$ cat src/rtl/mesi_pkg.sv
package mesi_pkg;
   typedef enum logic [1:0] {
      ST_I = 2'd0,
      ST_S = 2'd1,
      ST_E = 2'd2,
      ST_M = 2'd3
   } mesi_t;

   typedef enum logic [1:0] {
      BC_READ  = 2'd0,
      BC_RWITM = 2'd1,
      BC_INVAL = 2'd2,
      BC_WBACK = 2'd3
   } bcmd_t;
endpackage

$ cat src/rtl/mesi_line_array.sv
module mesi_line_array
   import mesi_pkg::*;
#(
   parameter int IDX_W  = 2,
   parameter int TAG_W  = 6,
   parameter int DATA_W = 8
) (
   input  logic              clk,
   input  logic              rst_n,
   input  logic [IDX_W-1:0]  la_idx,
   output mesi_t             la_st,
   output logic [TAG_W-1:0]  la_tag,
   output logic [DATA_W-1:0] la_data,
   input  logic [IDX_W-1:0]  sa_idx,
   output mesi_t             sa_st,
   output logic [TAG_W-1:0]  sa_tag,
   output logic [DATA_W-1:0] sa_data,
   input  logic              sw_en,
   input  mesi_t             sw_st,
   input  logic              lw_en,
   input  mesi_t             lw_st,
   input  logic [TAG_W-1:0]  lw_tag,
   input  logic [DATA_W-1:0] lw_data
);
   localparam int LINES = 1 << IDX_W;

   mesi_t             st_q   [LINES];
   logic [TAG_W-1:0]  tag_q  [LINES];
   logic [DATA_W-1:0] data_q [LINES];

   always_ff @(posedge clk) begin
      for (int i = 0; i < LINES; i++) begin
         if (!rst_n) begin
            st_q[i]   <= ST_I;
            tag_q[i]  <= '0;
            data_q[i] <= '0;
         end else if (sw_en && sa_idx == IDX_W'(i)) begin
            st_q[i] <= sw_st;            // snoop wins the line
         end else if (lw_en && la_idx == IDX_W'(i)) begin
            st_q[i]   <= lw_st;
            tag_q[i]  <= lw_tag;
            data_q[i] <= lw_data;
         end
      end
   end

   assign la_st   = st_q[la_idx];
   assign la_tag  = tag_q[la_idx];
   assign la_data = data_q[la_idx];
   assign sa_st   = st_q[sa_idx];
   assign sa_tag  = tag_q[sa_idx];
   assign sa_data = data_q[sa_idx];
endmodule

$ cat src/rtl/mesi_snoop_resp.sv
module mesi_snoop_resp
   import mesi_pkg::*;
#(
   parameter int TAG_W  = 6,
   parameter int DATA_W = 8
) (
   input  logic              snp_valid,
   input  bcmd_t             snp_cmd,
   input  logic [TAG_W-1:0]  snp_tag,
   input  mesi_t             ln_st,
   input  logic [TAG_W-1:0]  ln_tag,
   input  logic [DATA_W-1:0] ln_data,
   output logic              o_shared,
   output logic              o_supply,
   output logic              o_retry,
   output logic              o_wb,
   output logic [DATA_W-1:0] o_data,
   output logic              o_wr,
   output mesi_t             o_st
);
   logic match;
   assign match  = snp_valid && (ln_st != ST_I) && (ln_tag == snp_tag);
   assign o_data = ln_data;

   always_comb begin
      o_shared = 1'b0;
      o_supply = 1'b0;
      o_retry  = 1'b0;
      o_wb     = 1'b0;
      o_wr     = 1'b0;
      o_st     = ln_st;
      if (match) begin
         unique case (snp_cmd)
            BC_READ: begin
               o_shared = 1'b1;
               o_supply = 1'b1;
               o_wb     = (ln_st == ST_M);
               o_wr     = (ln_st != ST_S);
               o_st     = ST_S;
            end
            BC_RWITM: begin
               o_shared = 1'b1;
               o_retry  = (ln_st == ST_M);
               o_wb     = (ln_st == ST_M);
               o_wr     = 1'b1;
               o_st     = ST_I;
            end
            BC_INVAL: begin
               o_wr = 1'b1;
               o_st = ST_I;
            end
            default: ;
         endcase
      end
   end
endmodule

$ cat src/rtl/mesi_req_fsm.sv
module mesi_req_fsm
   import mesi_pkg::*;
#(
   parameter int ADDR_W = 8,
   parameter int DATA_W = 8,
   parameter int IDX_W  = 2,
   parameter int TAG_W  = ADDR_W - IDX_W
) (
   input  logic              clk,
   input  logic              rst_n,
   input  logic              cpu_valid,
   input  logic              cpu_write,
   input  logic [ADDR_W-1:0] cpu_addr,
   input  logic [DATA_W-1:0] cpu_wdata,
   output logic              cpu_ready,
   output logic              cpu_hit,
   output logic [DATA_W-1:0] cpu_rdata,
   input  logic              snp_busy,
   input  mesi_t             ln_st,
   input  logic [TAG_W-1:0]  ln_tag,
   input  logic [DATA_W-1:0] ln_data,
   output logic              bus_req,
   input  logic              bus_gnt,
   output bcmd_t             bus_cmd,
   output logic [ADDR_W-1:0] bus_addr,
   output logic [DATA_W-1:0] bus_wdata,
   input  logic              rsp_shared,
   input  logic              rsp_supply,
   input  logic              rsp_retry,
   input  logic [DATA_W-1:0] rsp_data,
   output logic              lw_en,
   output mesi_t             lw_st,
   output logic [TAG_W-1:0]  lw_tag,
   output logic [DATA_W-1:0] lw_data
);
   typedef enum logic [1:0] {P_IDLE, P_WB, P_FILL, P_INV} phase_t;
   phase_t ps_q, ps_d;

   logic [TAG_W-1:0] rq_tag;
   logic [IDX_W-1:0] rq_idx;
   logic             hit;
   assign rq_tag = cpu_addr[ADDR_W-1:IDX_W];
   assign rq_idx = cpu_addr[IDX_W-1:0];
   assign hit    = (ln_st != ST_I) && (ln_tag == rq_tag);

   always_comb begin
      ps_d      = ps_q;
      cpu_ready = 1'b0;
      cpu_hit   = 1'b0;
      cpu_rdata = ln_data;
      bus_req   = 1'b0;
      bus_cmd   = BC_READ;
      bus_addr  = cpu_addr;
      bus_wdata = ln_data;
      lw_en     = 1'b0;
      lw_st     = ST_M;
      lw_tag    = rq_tag;
      lw_data   = cpu_wdata;
      unique case (ps_q)
         P_IDLE: if (cpu_valid && !snp_busy) begin
            if (hit && !cpu_write) begin
               cpu_ready = 1'b1;
               cpu_hit   = 1'b1;
            end else if (hit && ln_st == ST_S) begin
               ps_d = P_INV;
            end else if (hit) begin
               cpu_ready = 1'b1;
               cpu_hit   = 1'b1;
               lw_en     = 1'b1;
            end else begin
               ps_d = (ln_st == ST_M) ? P_WB : P_FILL;
            end
         end
         P_WB: begin
            if (ln_st != ST_M) begin
               ps_d = P_FILL;               // victim already flushed by a snoop
            end else begin
               bus_req  = 1'b1;
               bus_cmd  = BC_WBACK;
               bus_addr = {ln_tag, rq_idx};
               if (bus_gnt) begin
                  lw_en   = 1'b1;
                  lw_st   = ST_I;
                  lw_tag  = ln_tag;
                  lw_data = ln_data;
                  ps_d    = P_FILL;
               end
            end
         end
         P_FILL: begin
            bus_req = 1'b1;
            bus_cmd = cpu_write ? BC_RWITM : BC_READ;
            if (bus_gnt && !rsp_retry) begin
               cpu_ready = 1'b1;
               cpu_rdata = rsp_data;
               lw_en     = 1'b1;
               if (!cpu_write) begin
                  lw_st   = (rsp_shared || rsp_supply) ? ST_S : ST_E;
                  lw_data = rsp_data;
               end
               ps_d = P_IDLE;
            end
         end
         P_INV: begin
            if (!(hit && ln_st == ST_S)) begin
               ps_d = P_FILL;               // copy lost while waiting
            end else begin
               bus_req = 1'b1;
               bus_cmd = BC_INVAL;
               if (bus_gnt) begin
                  cpu_ready = 1'b1;
                  cpu_hit   = 1'b1;
                  lw_en     = 1'b1;
                  ps_d      = P_IDLE;
               end
            end
         end
         default: ps_d = P_IDLE;
      endcase
   end

   always_ff @(posedge clk) begin
      if (!rst_n) ps_q <= P_IDLE;
      else        ps_q <= ps_d;
   end
endmodule

$ cat src/rtl/mesi_line_ctrl.sv
module mesi_line_ctrl
   import mesi_pkg::*;
#(
   parameter int ADDR_W = 8,
   parameter int DATA_W = 8,
   parameter int IDX_W  = 2
) (
   input  logic              clk,
   input  logic              rst_n,
   input  logic              cpu_valid,
   input  logic              cpu_write,
   input  logic [ADDR_W-1:0] cpu_addr,
   input  logic [DATA_W-1:0] cpu_wdata,
   output logic              cpu_ready,
   output logic              cpu_hit,
   output logic [DATA_W-1:0] cpu_rdata,
   output logic              bus_req,
   input  logic              bus_gnt,
   output logic [1:0]        bus_cmd,
   output logic [ADDR_W-1:0] bus_addr,
   output logic [DATA_W-1:0] bus_wdata,
   input  logic              bus_rsp_shared,
   input  logic              bus_rsp_supply,
   input  logic              bus_rsp_retry,
   input  logic [DATA_W-1:0] bus_rsp_data,
   input  logic              snp_valid,
   input  logic [1:0]        snp_cmd,
   input  logic [ADDR_W-1:0] snp_addr,
   output logic              snp_shared,
   output logic              snp_supply,
   output logic              snp_retry,
   output logic              snp_wb,
   output logic [DATA_W-1:0] snp_data
);
   localparam int TAG_W = ADDR_W - IDX_W;

   if (IDX_W < 1 || IDX_W >= ADDR_W) begin : g_bad_idx
      $error("IDX_W must lie in 1..ADDR_W-1");
   end
   if (DATA_W < 1) begin : g_bad_data
      $error("DATA_W must be positive");
   end

   mesi_t             la_st, sa_st, sw_st, lw_st;
   logic [TAG_W-1:0]  la_tag, sa_tag, lw_tag;
   logic [DATA_W-1:0] la_data, sa_data, lw_data;
   logic              sw_en, lw_en;
   bcmd_t             cmd_out;

   assign bus_cmd = cmd_out;

   mesi_line_array #(.IDX_W(IDX_W), .TAG_W(TAG_W), .DATA_W(DATA_W)) u_lines (
      .clk(clk), .rst_n(rst_n),
      .la_idx(cpu_addr[IDX_W-1:0]), .la_st(la_st), .la_tag(la_tag), .la_data(la_data),
      .sa_idx(snp_addr[IDX_W-1:0]), .sa_st(sa_st), .sa_tag(sa_tag), .sa_data(sa_data),
      .sw_en(sw_en), .sw_st(sw_st),
      .lw_en(lw_en), .lw_st(lw_st), .lw_tag(lw_tag), .lw_data(lw_data)
   );

   mesi_snoop_resp #(.TAG_W(TAG_W), .DATA_W(DATA_W)) u_snoop (
      .snp_valid(snp_valid), .snp_cmd(bcmd_t'(snp_cmd)),
      .snp_tag(snp_addr[ADDR_W-1:IDX_W]),
      .ln_st(sa_st), .ln_tag(sa_tag), .ln_data(sa_data),
      .o_shared(snp_shared), .o_supply(snp_supply), .o_retry(snp_retry),
      .o_wb(snp_wb), .o_data(snp_data), .o_wr(sw_en), .o_st(sw_st)
   );

   mesi_req_fsm #(.ADDR_W(ADDR_W), .DATA_W(DATA_W), .IDX_W(IDX_W), .TAG_W(TAG_W)) u_req (
      .clk(clk), .rst_n(rst_n),
      .cpu_valid(cpu_valid), .cpu_write(cpu_write), .cpu_addr(cpu_addr),
      .cpu_wdata(cpu_wdata), .cpu_ready(cpu_ready), .cpu_hit(cpu_hit),
      .cpu_rdata(cpu_rdata), .snp_busy(snp_valid),
      .ln_st(la_st), .ln_tag(la_tag), .ln_data(la_data),
      .bus_req(bus_req), .bus_gnt(bus_gnt), .bus_cmd(cmd_out),
      .bus_addr(bus_addr), .bus_wdata(bus_wdata),
      .rsp_shared(bus_rsp_shared), .rsp_supply(bus_rsp_supply),
      .rsp_retry(bus_rsp_retry), .rsp_data(bus_rsp_data),
      .lw_en(lw_en), .lw_st(lw_st), .lw_tag(lw_tag), .lw_data(lw_data)
   );
endmodule

$ cat config.mk
export PLATFORM = sky130hd
export DESIGN_NAME = mesi_line_ctrl
export DESIGN_NICKNAME = d
export VERILOG_FILES = /design/src/rtl/mesi_pkg.sv /design/src/rtl/mesi_line_array.sv /design/src/rtl/mesi_snoop_resp.sv /design/src/rtl/mesi_req_fsm.sv /design/src/rtl/mesi_line_ctrl.sv
export SDC_FILE = /design/constraint.sdc
export NUM_CORES = 1
export LEC_CHECK = 0
export BUFFER_PORTS_ARGS = -buffer_cell sky130_fd_sc_hd__buf_2
export CAP_MARGIN = 5
export CORE_MARGIN = 3
export CORE_UTILIZATION = 51
export DETAILED_ROUTE_END_ITERATION = 16
export PLACE_DENSITY_LB_ADDON = 0.1
export RECOVER_POWER = 25
export SLEW_MARGIN = 20
export SYNTH_ARGS = -nofsm -noshare
export SYNTH_HDL_FRONTEND = slang
export SYNTH_SLANG_ARGS = --single-unit
$ cat constraint.sdc
create_clock -name clk -period 4.2 [get_ports clk]
set_input_delay 0.84 -clock clk [delete_from_list [all_inputs] [get_ports clk]]
set_output_delay 0.84 -clock clk [all_outputs]
set_load 0.02 [all_outputs]
==> impl_metrics.env <==
export IMPL_maxCapViolCount=0
export IMPL_synthAdderAreaFrac_pct=2.16
export IMPL_postCtsHoldBufs=0
export IMPL_cp_arrival_ps=3120
export IMPL_synth_xor_area_share_pct=4.07
export IMPL_drt_first_iter_violations=212
export IMPL_vias_per_cell=6.28
export IMPL_grt_first_pass_wirelength_mm=19.0
export IMPL_criticalPathCategory="input pin to primary output"
export IMPL_ys_async_sr_fraction_pct=0
export IMPL_synthMuxAreaShare_pct=21.5
export IMPL_die_area_um2=10300
export IMPL_grt_max_degree=19
export IMPL_p_total_mw=1.86
export IMPL_rsz0062_at_grt="no"
export IMPL_root_buffer="clkbuf_8"
export IMPL_critical_path_endpoint_type="primary output"
export IMPL_cts_resized=0
export IMPL_wire_per_inst_um=21.9
export IMPL_io_pins=84
export IMPL_antenna_found_initial=0
export IMPL_die_x_um=101
export IMPL_insertion_delay_ps=340
export IMPL_coreArea_um2=8760
export IMPL_synth_distinct_cells=63
export IMPL_start_util_pct=52.9
export IMPL_gp_congestion=0.870
export IMPL_final_layout_size_suffix_gt1_share_pct=32.3
export IMPL_min_period_over_period_pct=94.3
export IMPL_cts_buffers=9
export IMPL_seq_area_frac_synth_pct=42.3
export IMPL_path_clk_slew_ps=70
export IMPL_hold_path_class="register to register"
export IMPL_wirelength_mm=12.5
export IMPL_synth_seq_cells=66
export IMPL_grtUsageMet2_pct=38.1
export IMPL_area_growth_pct=15.1
export IMPL_drc=0
export IMPL_fmax_mhz=252
export IMPL_synth_edf_count=64
export IMPL_ant_nets=0
export IMPL_cts_tree="done"
export IMPL_synthSimpleGateAreaFrac_pct=13.1
export IMPL_cts_setup_buffers=0
export IMPL_grt_pass1_vias=3476
export IMPL_cellLeakagePower_nw=2.21
export IMPL_slew_headroom_pct=31.2
export IMPL_finalNetCount=508
export IMPL_synth_compound_area_share_pct=12.3
export IMPL_design_area_um2=5340
export IMPL_drtPass1Iterations=4
export IMPL_fillers=740
export IMPL_synthesis_nets=418
export IMPL_cp_data_required_time_ps=3360
export IMPL_n_antenna_cell=0
export IMPL_grt_util_all_layers_pct=24.5
export IMPL_clock_skew_ps=7.16
export IMPL_synth_top_family_by_area="multiplexers"
export IMPL_overflow=0
export IMPL_grtUsageMet3_pct=3.86
export IMPL_place_hpwl_mm=8.99
export IMPL_finalHoldViolations=0
export IMPL_die_y_um=101
export IMPL_syn_inst=367
export IMPL_ir_drop_uv=204
export IMPL_clk_path_buf_depth=2
export IMPL_status="complete, no violations"
export IMPL_startpoint_type="input pin"
export IMPL_synth_avg_cell_area_um2=12.6
export IMPL_synth_ff_type="edfxtp_1"
export IMPL_top_usage_layer="met2"
export IMPL_setup_viol=0
export IMPL_worst_slew_pin_transition_ps=1020
export IMPL_clock_sinks=66
export IMPL_portBuffers=83
export IMPL_routed_via_count=3582
export IMPL_syn_cell_area_um2=4640
export IMPL_postPlaceCellArea_um2=5180
export IMPL_power_density_nw_per_um2=349
export IMPL_final_max_slew_viol_count=0
export IMPL_setup_tns_ps=0
export IMPL_rows=34
export IMPL_path_max_fanout=12
export IMPL_grt_use_met1_pct=34.7
export IMPL_yosys_warnings=0
export IMPL_cts_htree_levels=3
export IMPL_post_route_min_period_ps=3960
-- critical path, stage by stage --
cell	delay [ps]
buf_2	340
buf_4	230
mux4_2	560
xnor2_2	200
o211ai_4	140
nor2_1	300
nand3_1	150
a31oi_1	170
buf_2	190
-- where the power goes --
group          internal [mW]  total (mW)  switching [mW]
sequential             0.749       0.767          0.0174
combinational          0.191       0.511           0.319
clock                  0.333       0.588           0.254
total                   1.27        1.86           0.591
-- cell usage in the layout (no fill, tap or decap), drive strengths merged, types with 3 or more instances in the layout --
master | synthesis | final
buf | 11 | 77
nor2 | 66 | 66
edfxtp | 64 | 64
clkbuf | 8 | 30
mux4 | 28 | 28
nand2 | 19 | 19
mux2i | 17 | 17
mux2 | 15 | 15
xnor2 | 12 | 12
inv | 10 | 10
nand3 | 10 | 10
o21ai | 10 | 10
a221oi | 9 | 9
a21oi | 8 | 8
o211a | 8 | 8
ha | 8 | 8
o211ai | 5 | 5
nand2b | 4 | 4
xor2 | 4 | 4
o22ai | 4 | 4
or3 | 4 | 4
clkinv | 0 | 4
nor3 | 3 | 3
nor2b | 3 | 3
and2 | 3 | 3
-- registers in the layout, summed over array words and instances (netlist names) --
register,count
u_lines.tag_q,24
u_lines.st_q,8
u_req.ps_q,2
u_lines.data_q,32
-- stage by stage --
stage	instances	worst slack, ps	utilization (%)	hold WS [ps]
after floorplan	367	52.2	-	468
after global placement	554	247	59.1	495
after detailed placement	554	249	59.1	494
after CTS	570	234	61.6	504
after global routing	570	50.4	60.9	530
final	570	237	60.9	499
-- synth_stat cells, types with 4 or more instances --
cell type / instances / area [um^2]
a21oi_1: 8 / 40.0
a221oi_1: 9 / 78.8
buf_6: 5 / 56.3
clkbuf_1: 4 / 15.0
clkbuf_8: 4 / 55.1
edfxtp_1: 64 / 1920
ha_1: 8 / 100
inv_1: 10 / 37.5
mux2_2: 15 / 169
mux2i_1: 16 / 160
mux4_1: 7 / 184
mux4_2: 21 / 473
nand2_1: 19 / 71.3
nand2b_1: 4 / 25.0
nand3_1: 10 / 50.1
nor2_1: 66 / 248
o211a_1: 8 / 80.1
o211ai_4: 5 / 106
o21ai_0: 5 / 25.0
o21ai_1: 5 / 25.0
o22ai_1: 4 / 25.0
xnor2_1: 7 / 61.3
xnor2_2: 4 / 65.1
xor2_1: 4 / 35.0
-- layer usage --
layer  vias up  share of wire, %
li1       1622                 -
met1      1759                43
met2       174                47
met3        27               7.1
met4         0               2.8
met5         -                 0
-- cell type report --
| type | count | area [um^2] | share of cell area [%] |
|---|---|---|---|
| flip-flops and latches | 66 | 1960 | 36.7 |
| inverters | 10 | 37.5 | 0.703 |
| multi-input cells | 272 | 2440 | 45.8 |
| clock buffers | 9 | 124 | 2.32 |
| clock inverters | 7 | 93.8 | 1.76 |
| well taps | 108 | 135 | 2.53 |
| repair buffers | 98 | 542 | 10.1 |
-- final timing paths --
check                                    startpoint                   end  slack [ps]  depth (start not counted)
worst min-delay path                  u_req.ps_q[1]         u_req.ps_q[1]         500                          2
worst min register to register        u_req.ps_q[1]         u_req.ps_q[1]         500                          2
worst max-delay path                    cpu_addr[0]               bus_req         240                          9
worst max register to register  u_lines.tag_q[2][2]  u_lines.data_q[3][5]        1150                          7
-- kinds of logic (layout without fill, tap and decap cells) --
kind of cell             Yosys count  after routing
AND/OR/NAND/NOR                  126            126
flip-flops                        66             66
AO/OA/AOI/OAI                     62             62
multiplexers                      60             60
buffers and inverters             29            124
XOR/XNOR                          16             16
adder cells (fa/ha/maj)            8              8
(Power assumes the default switching activity.)
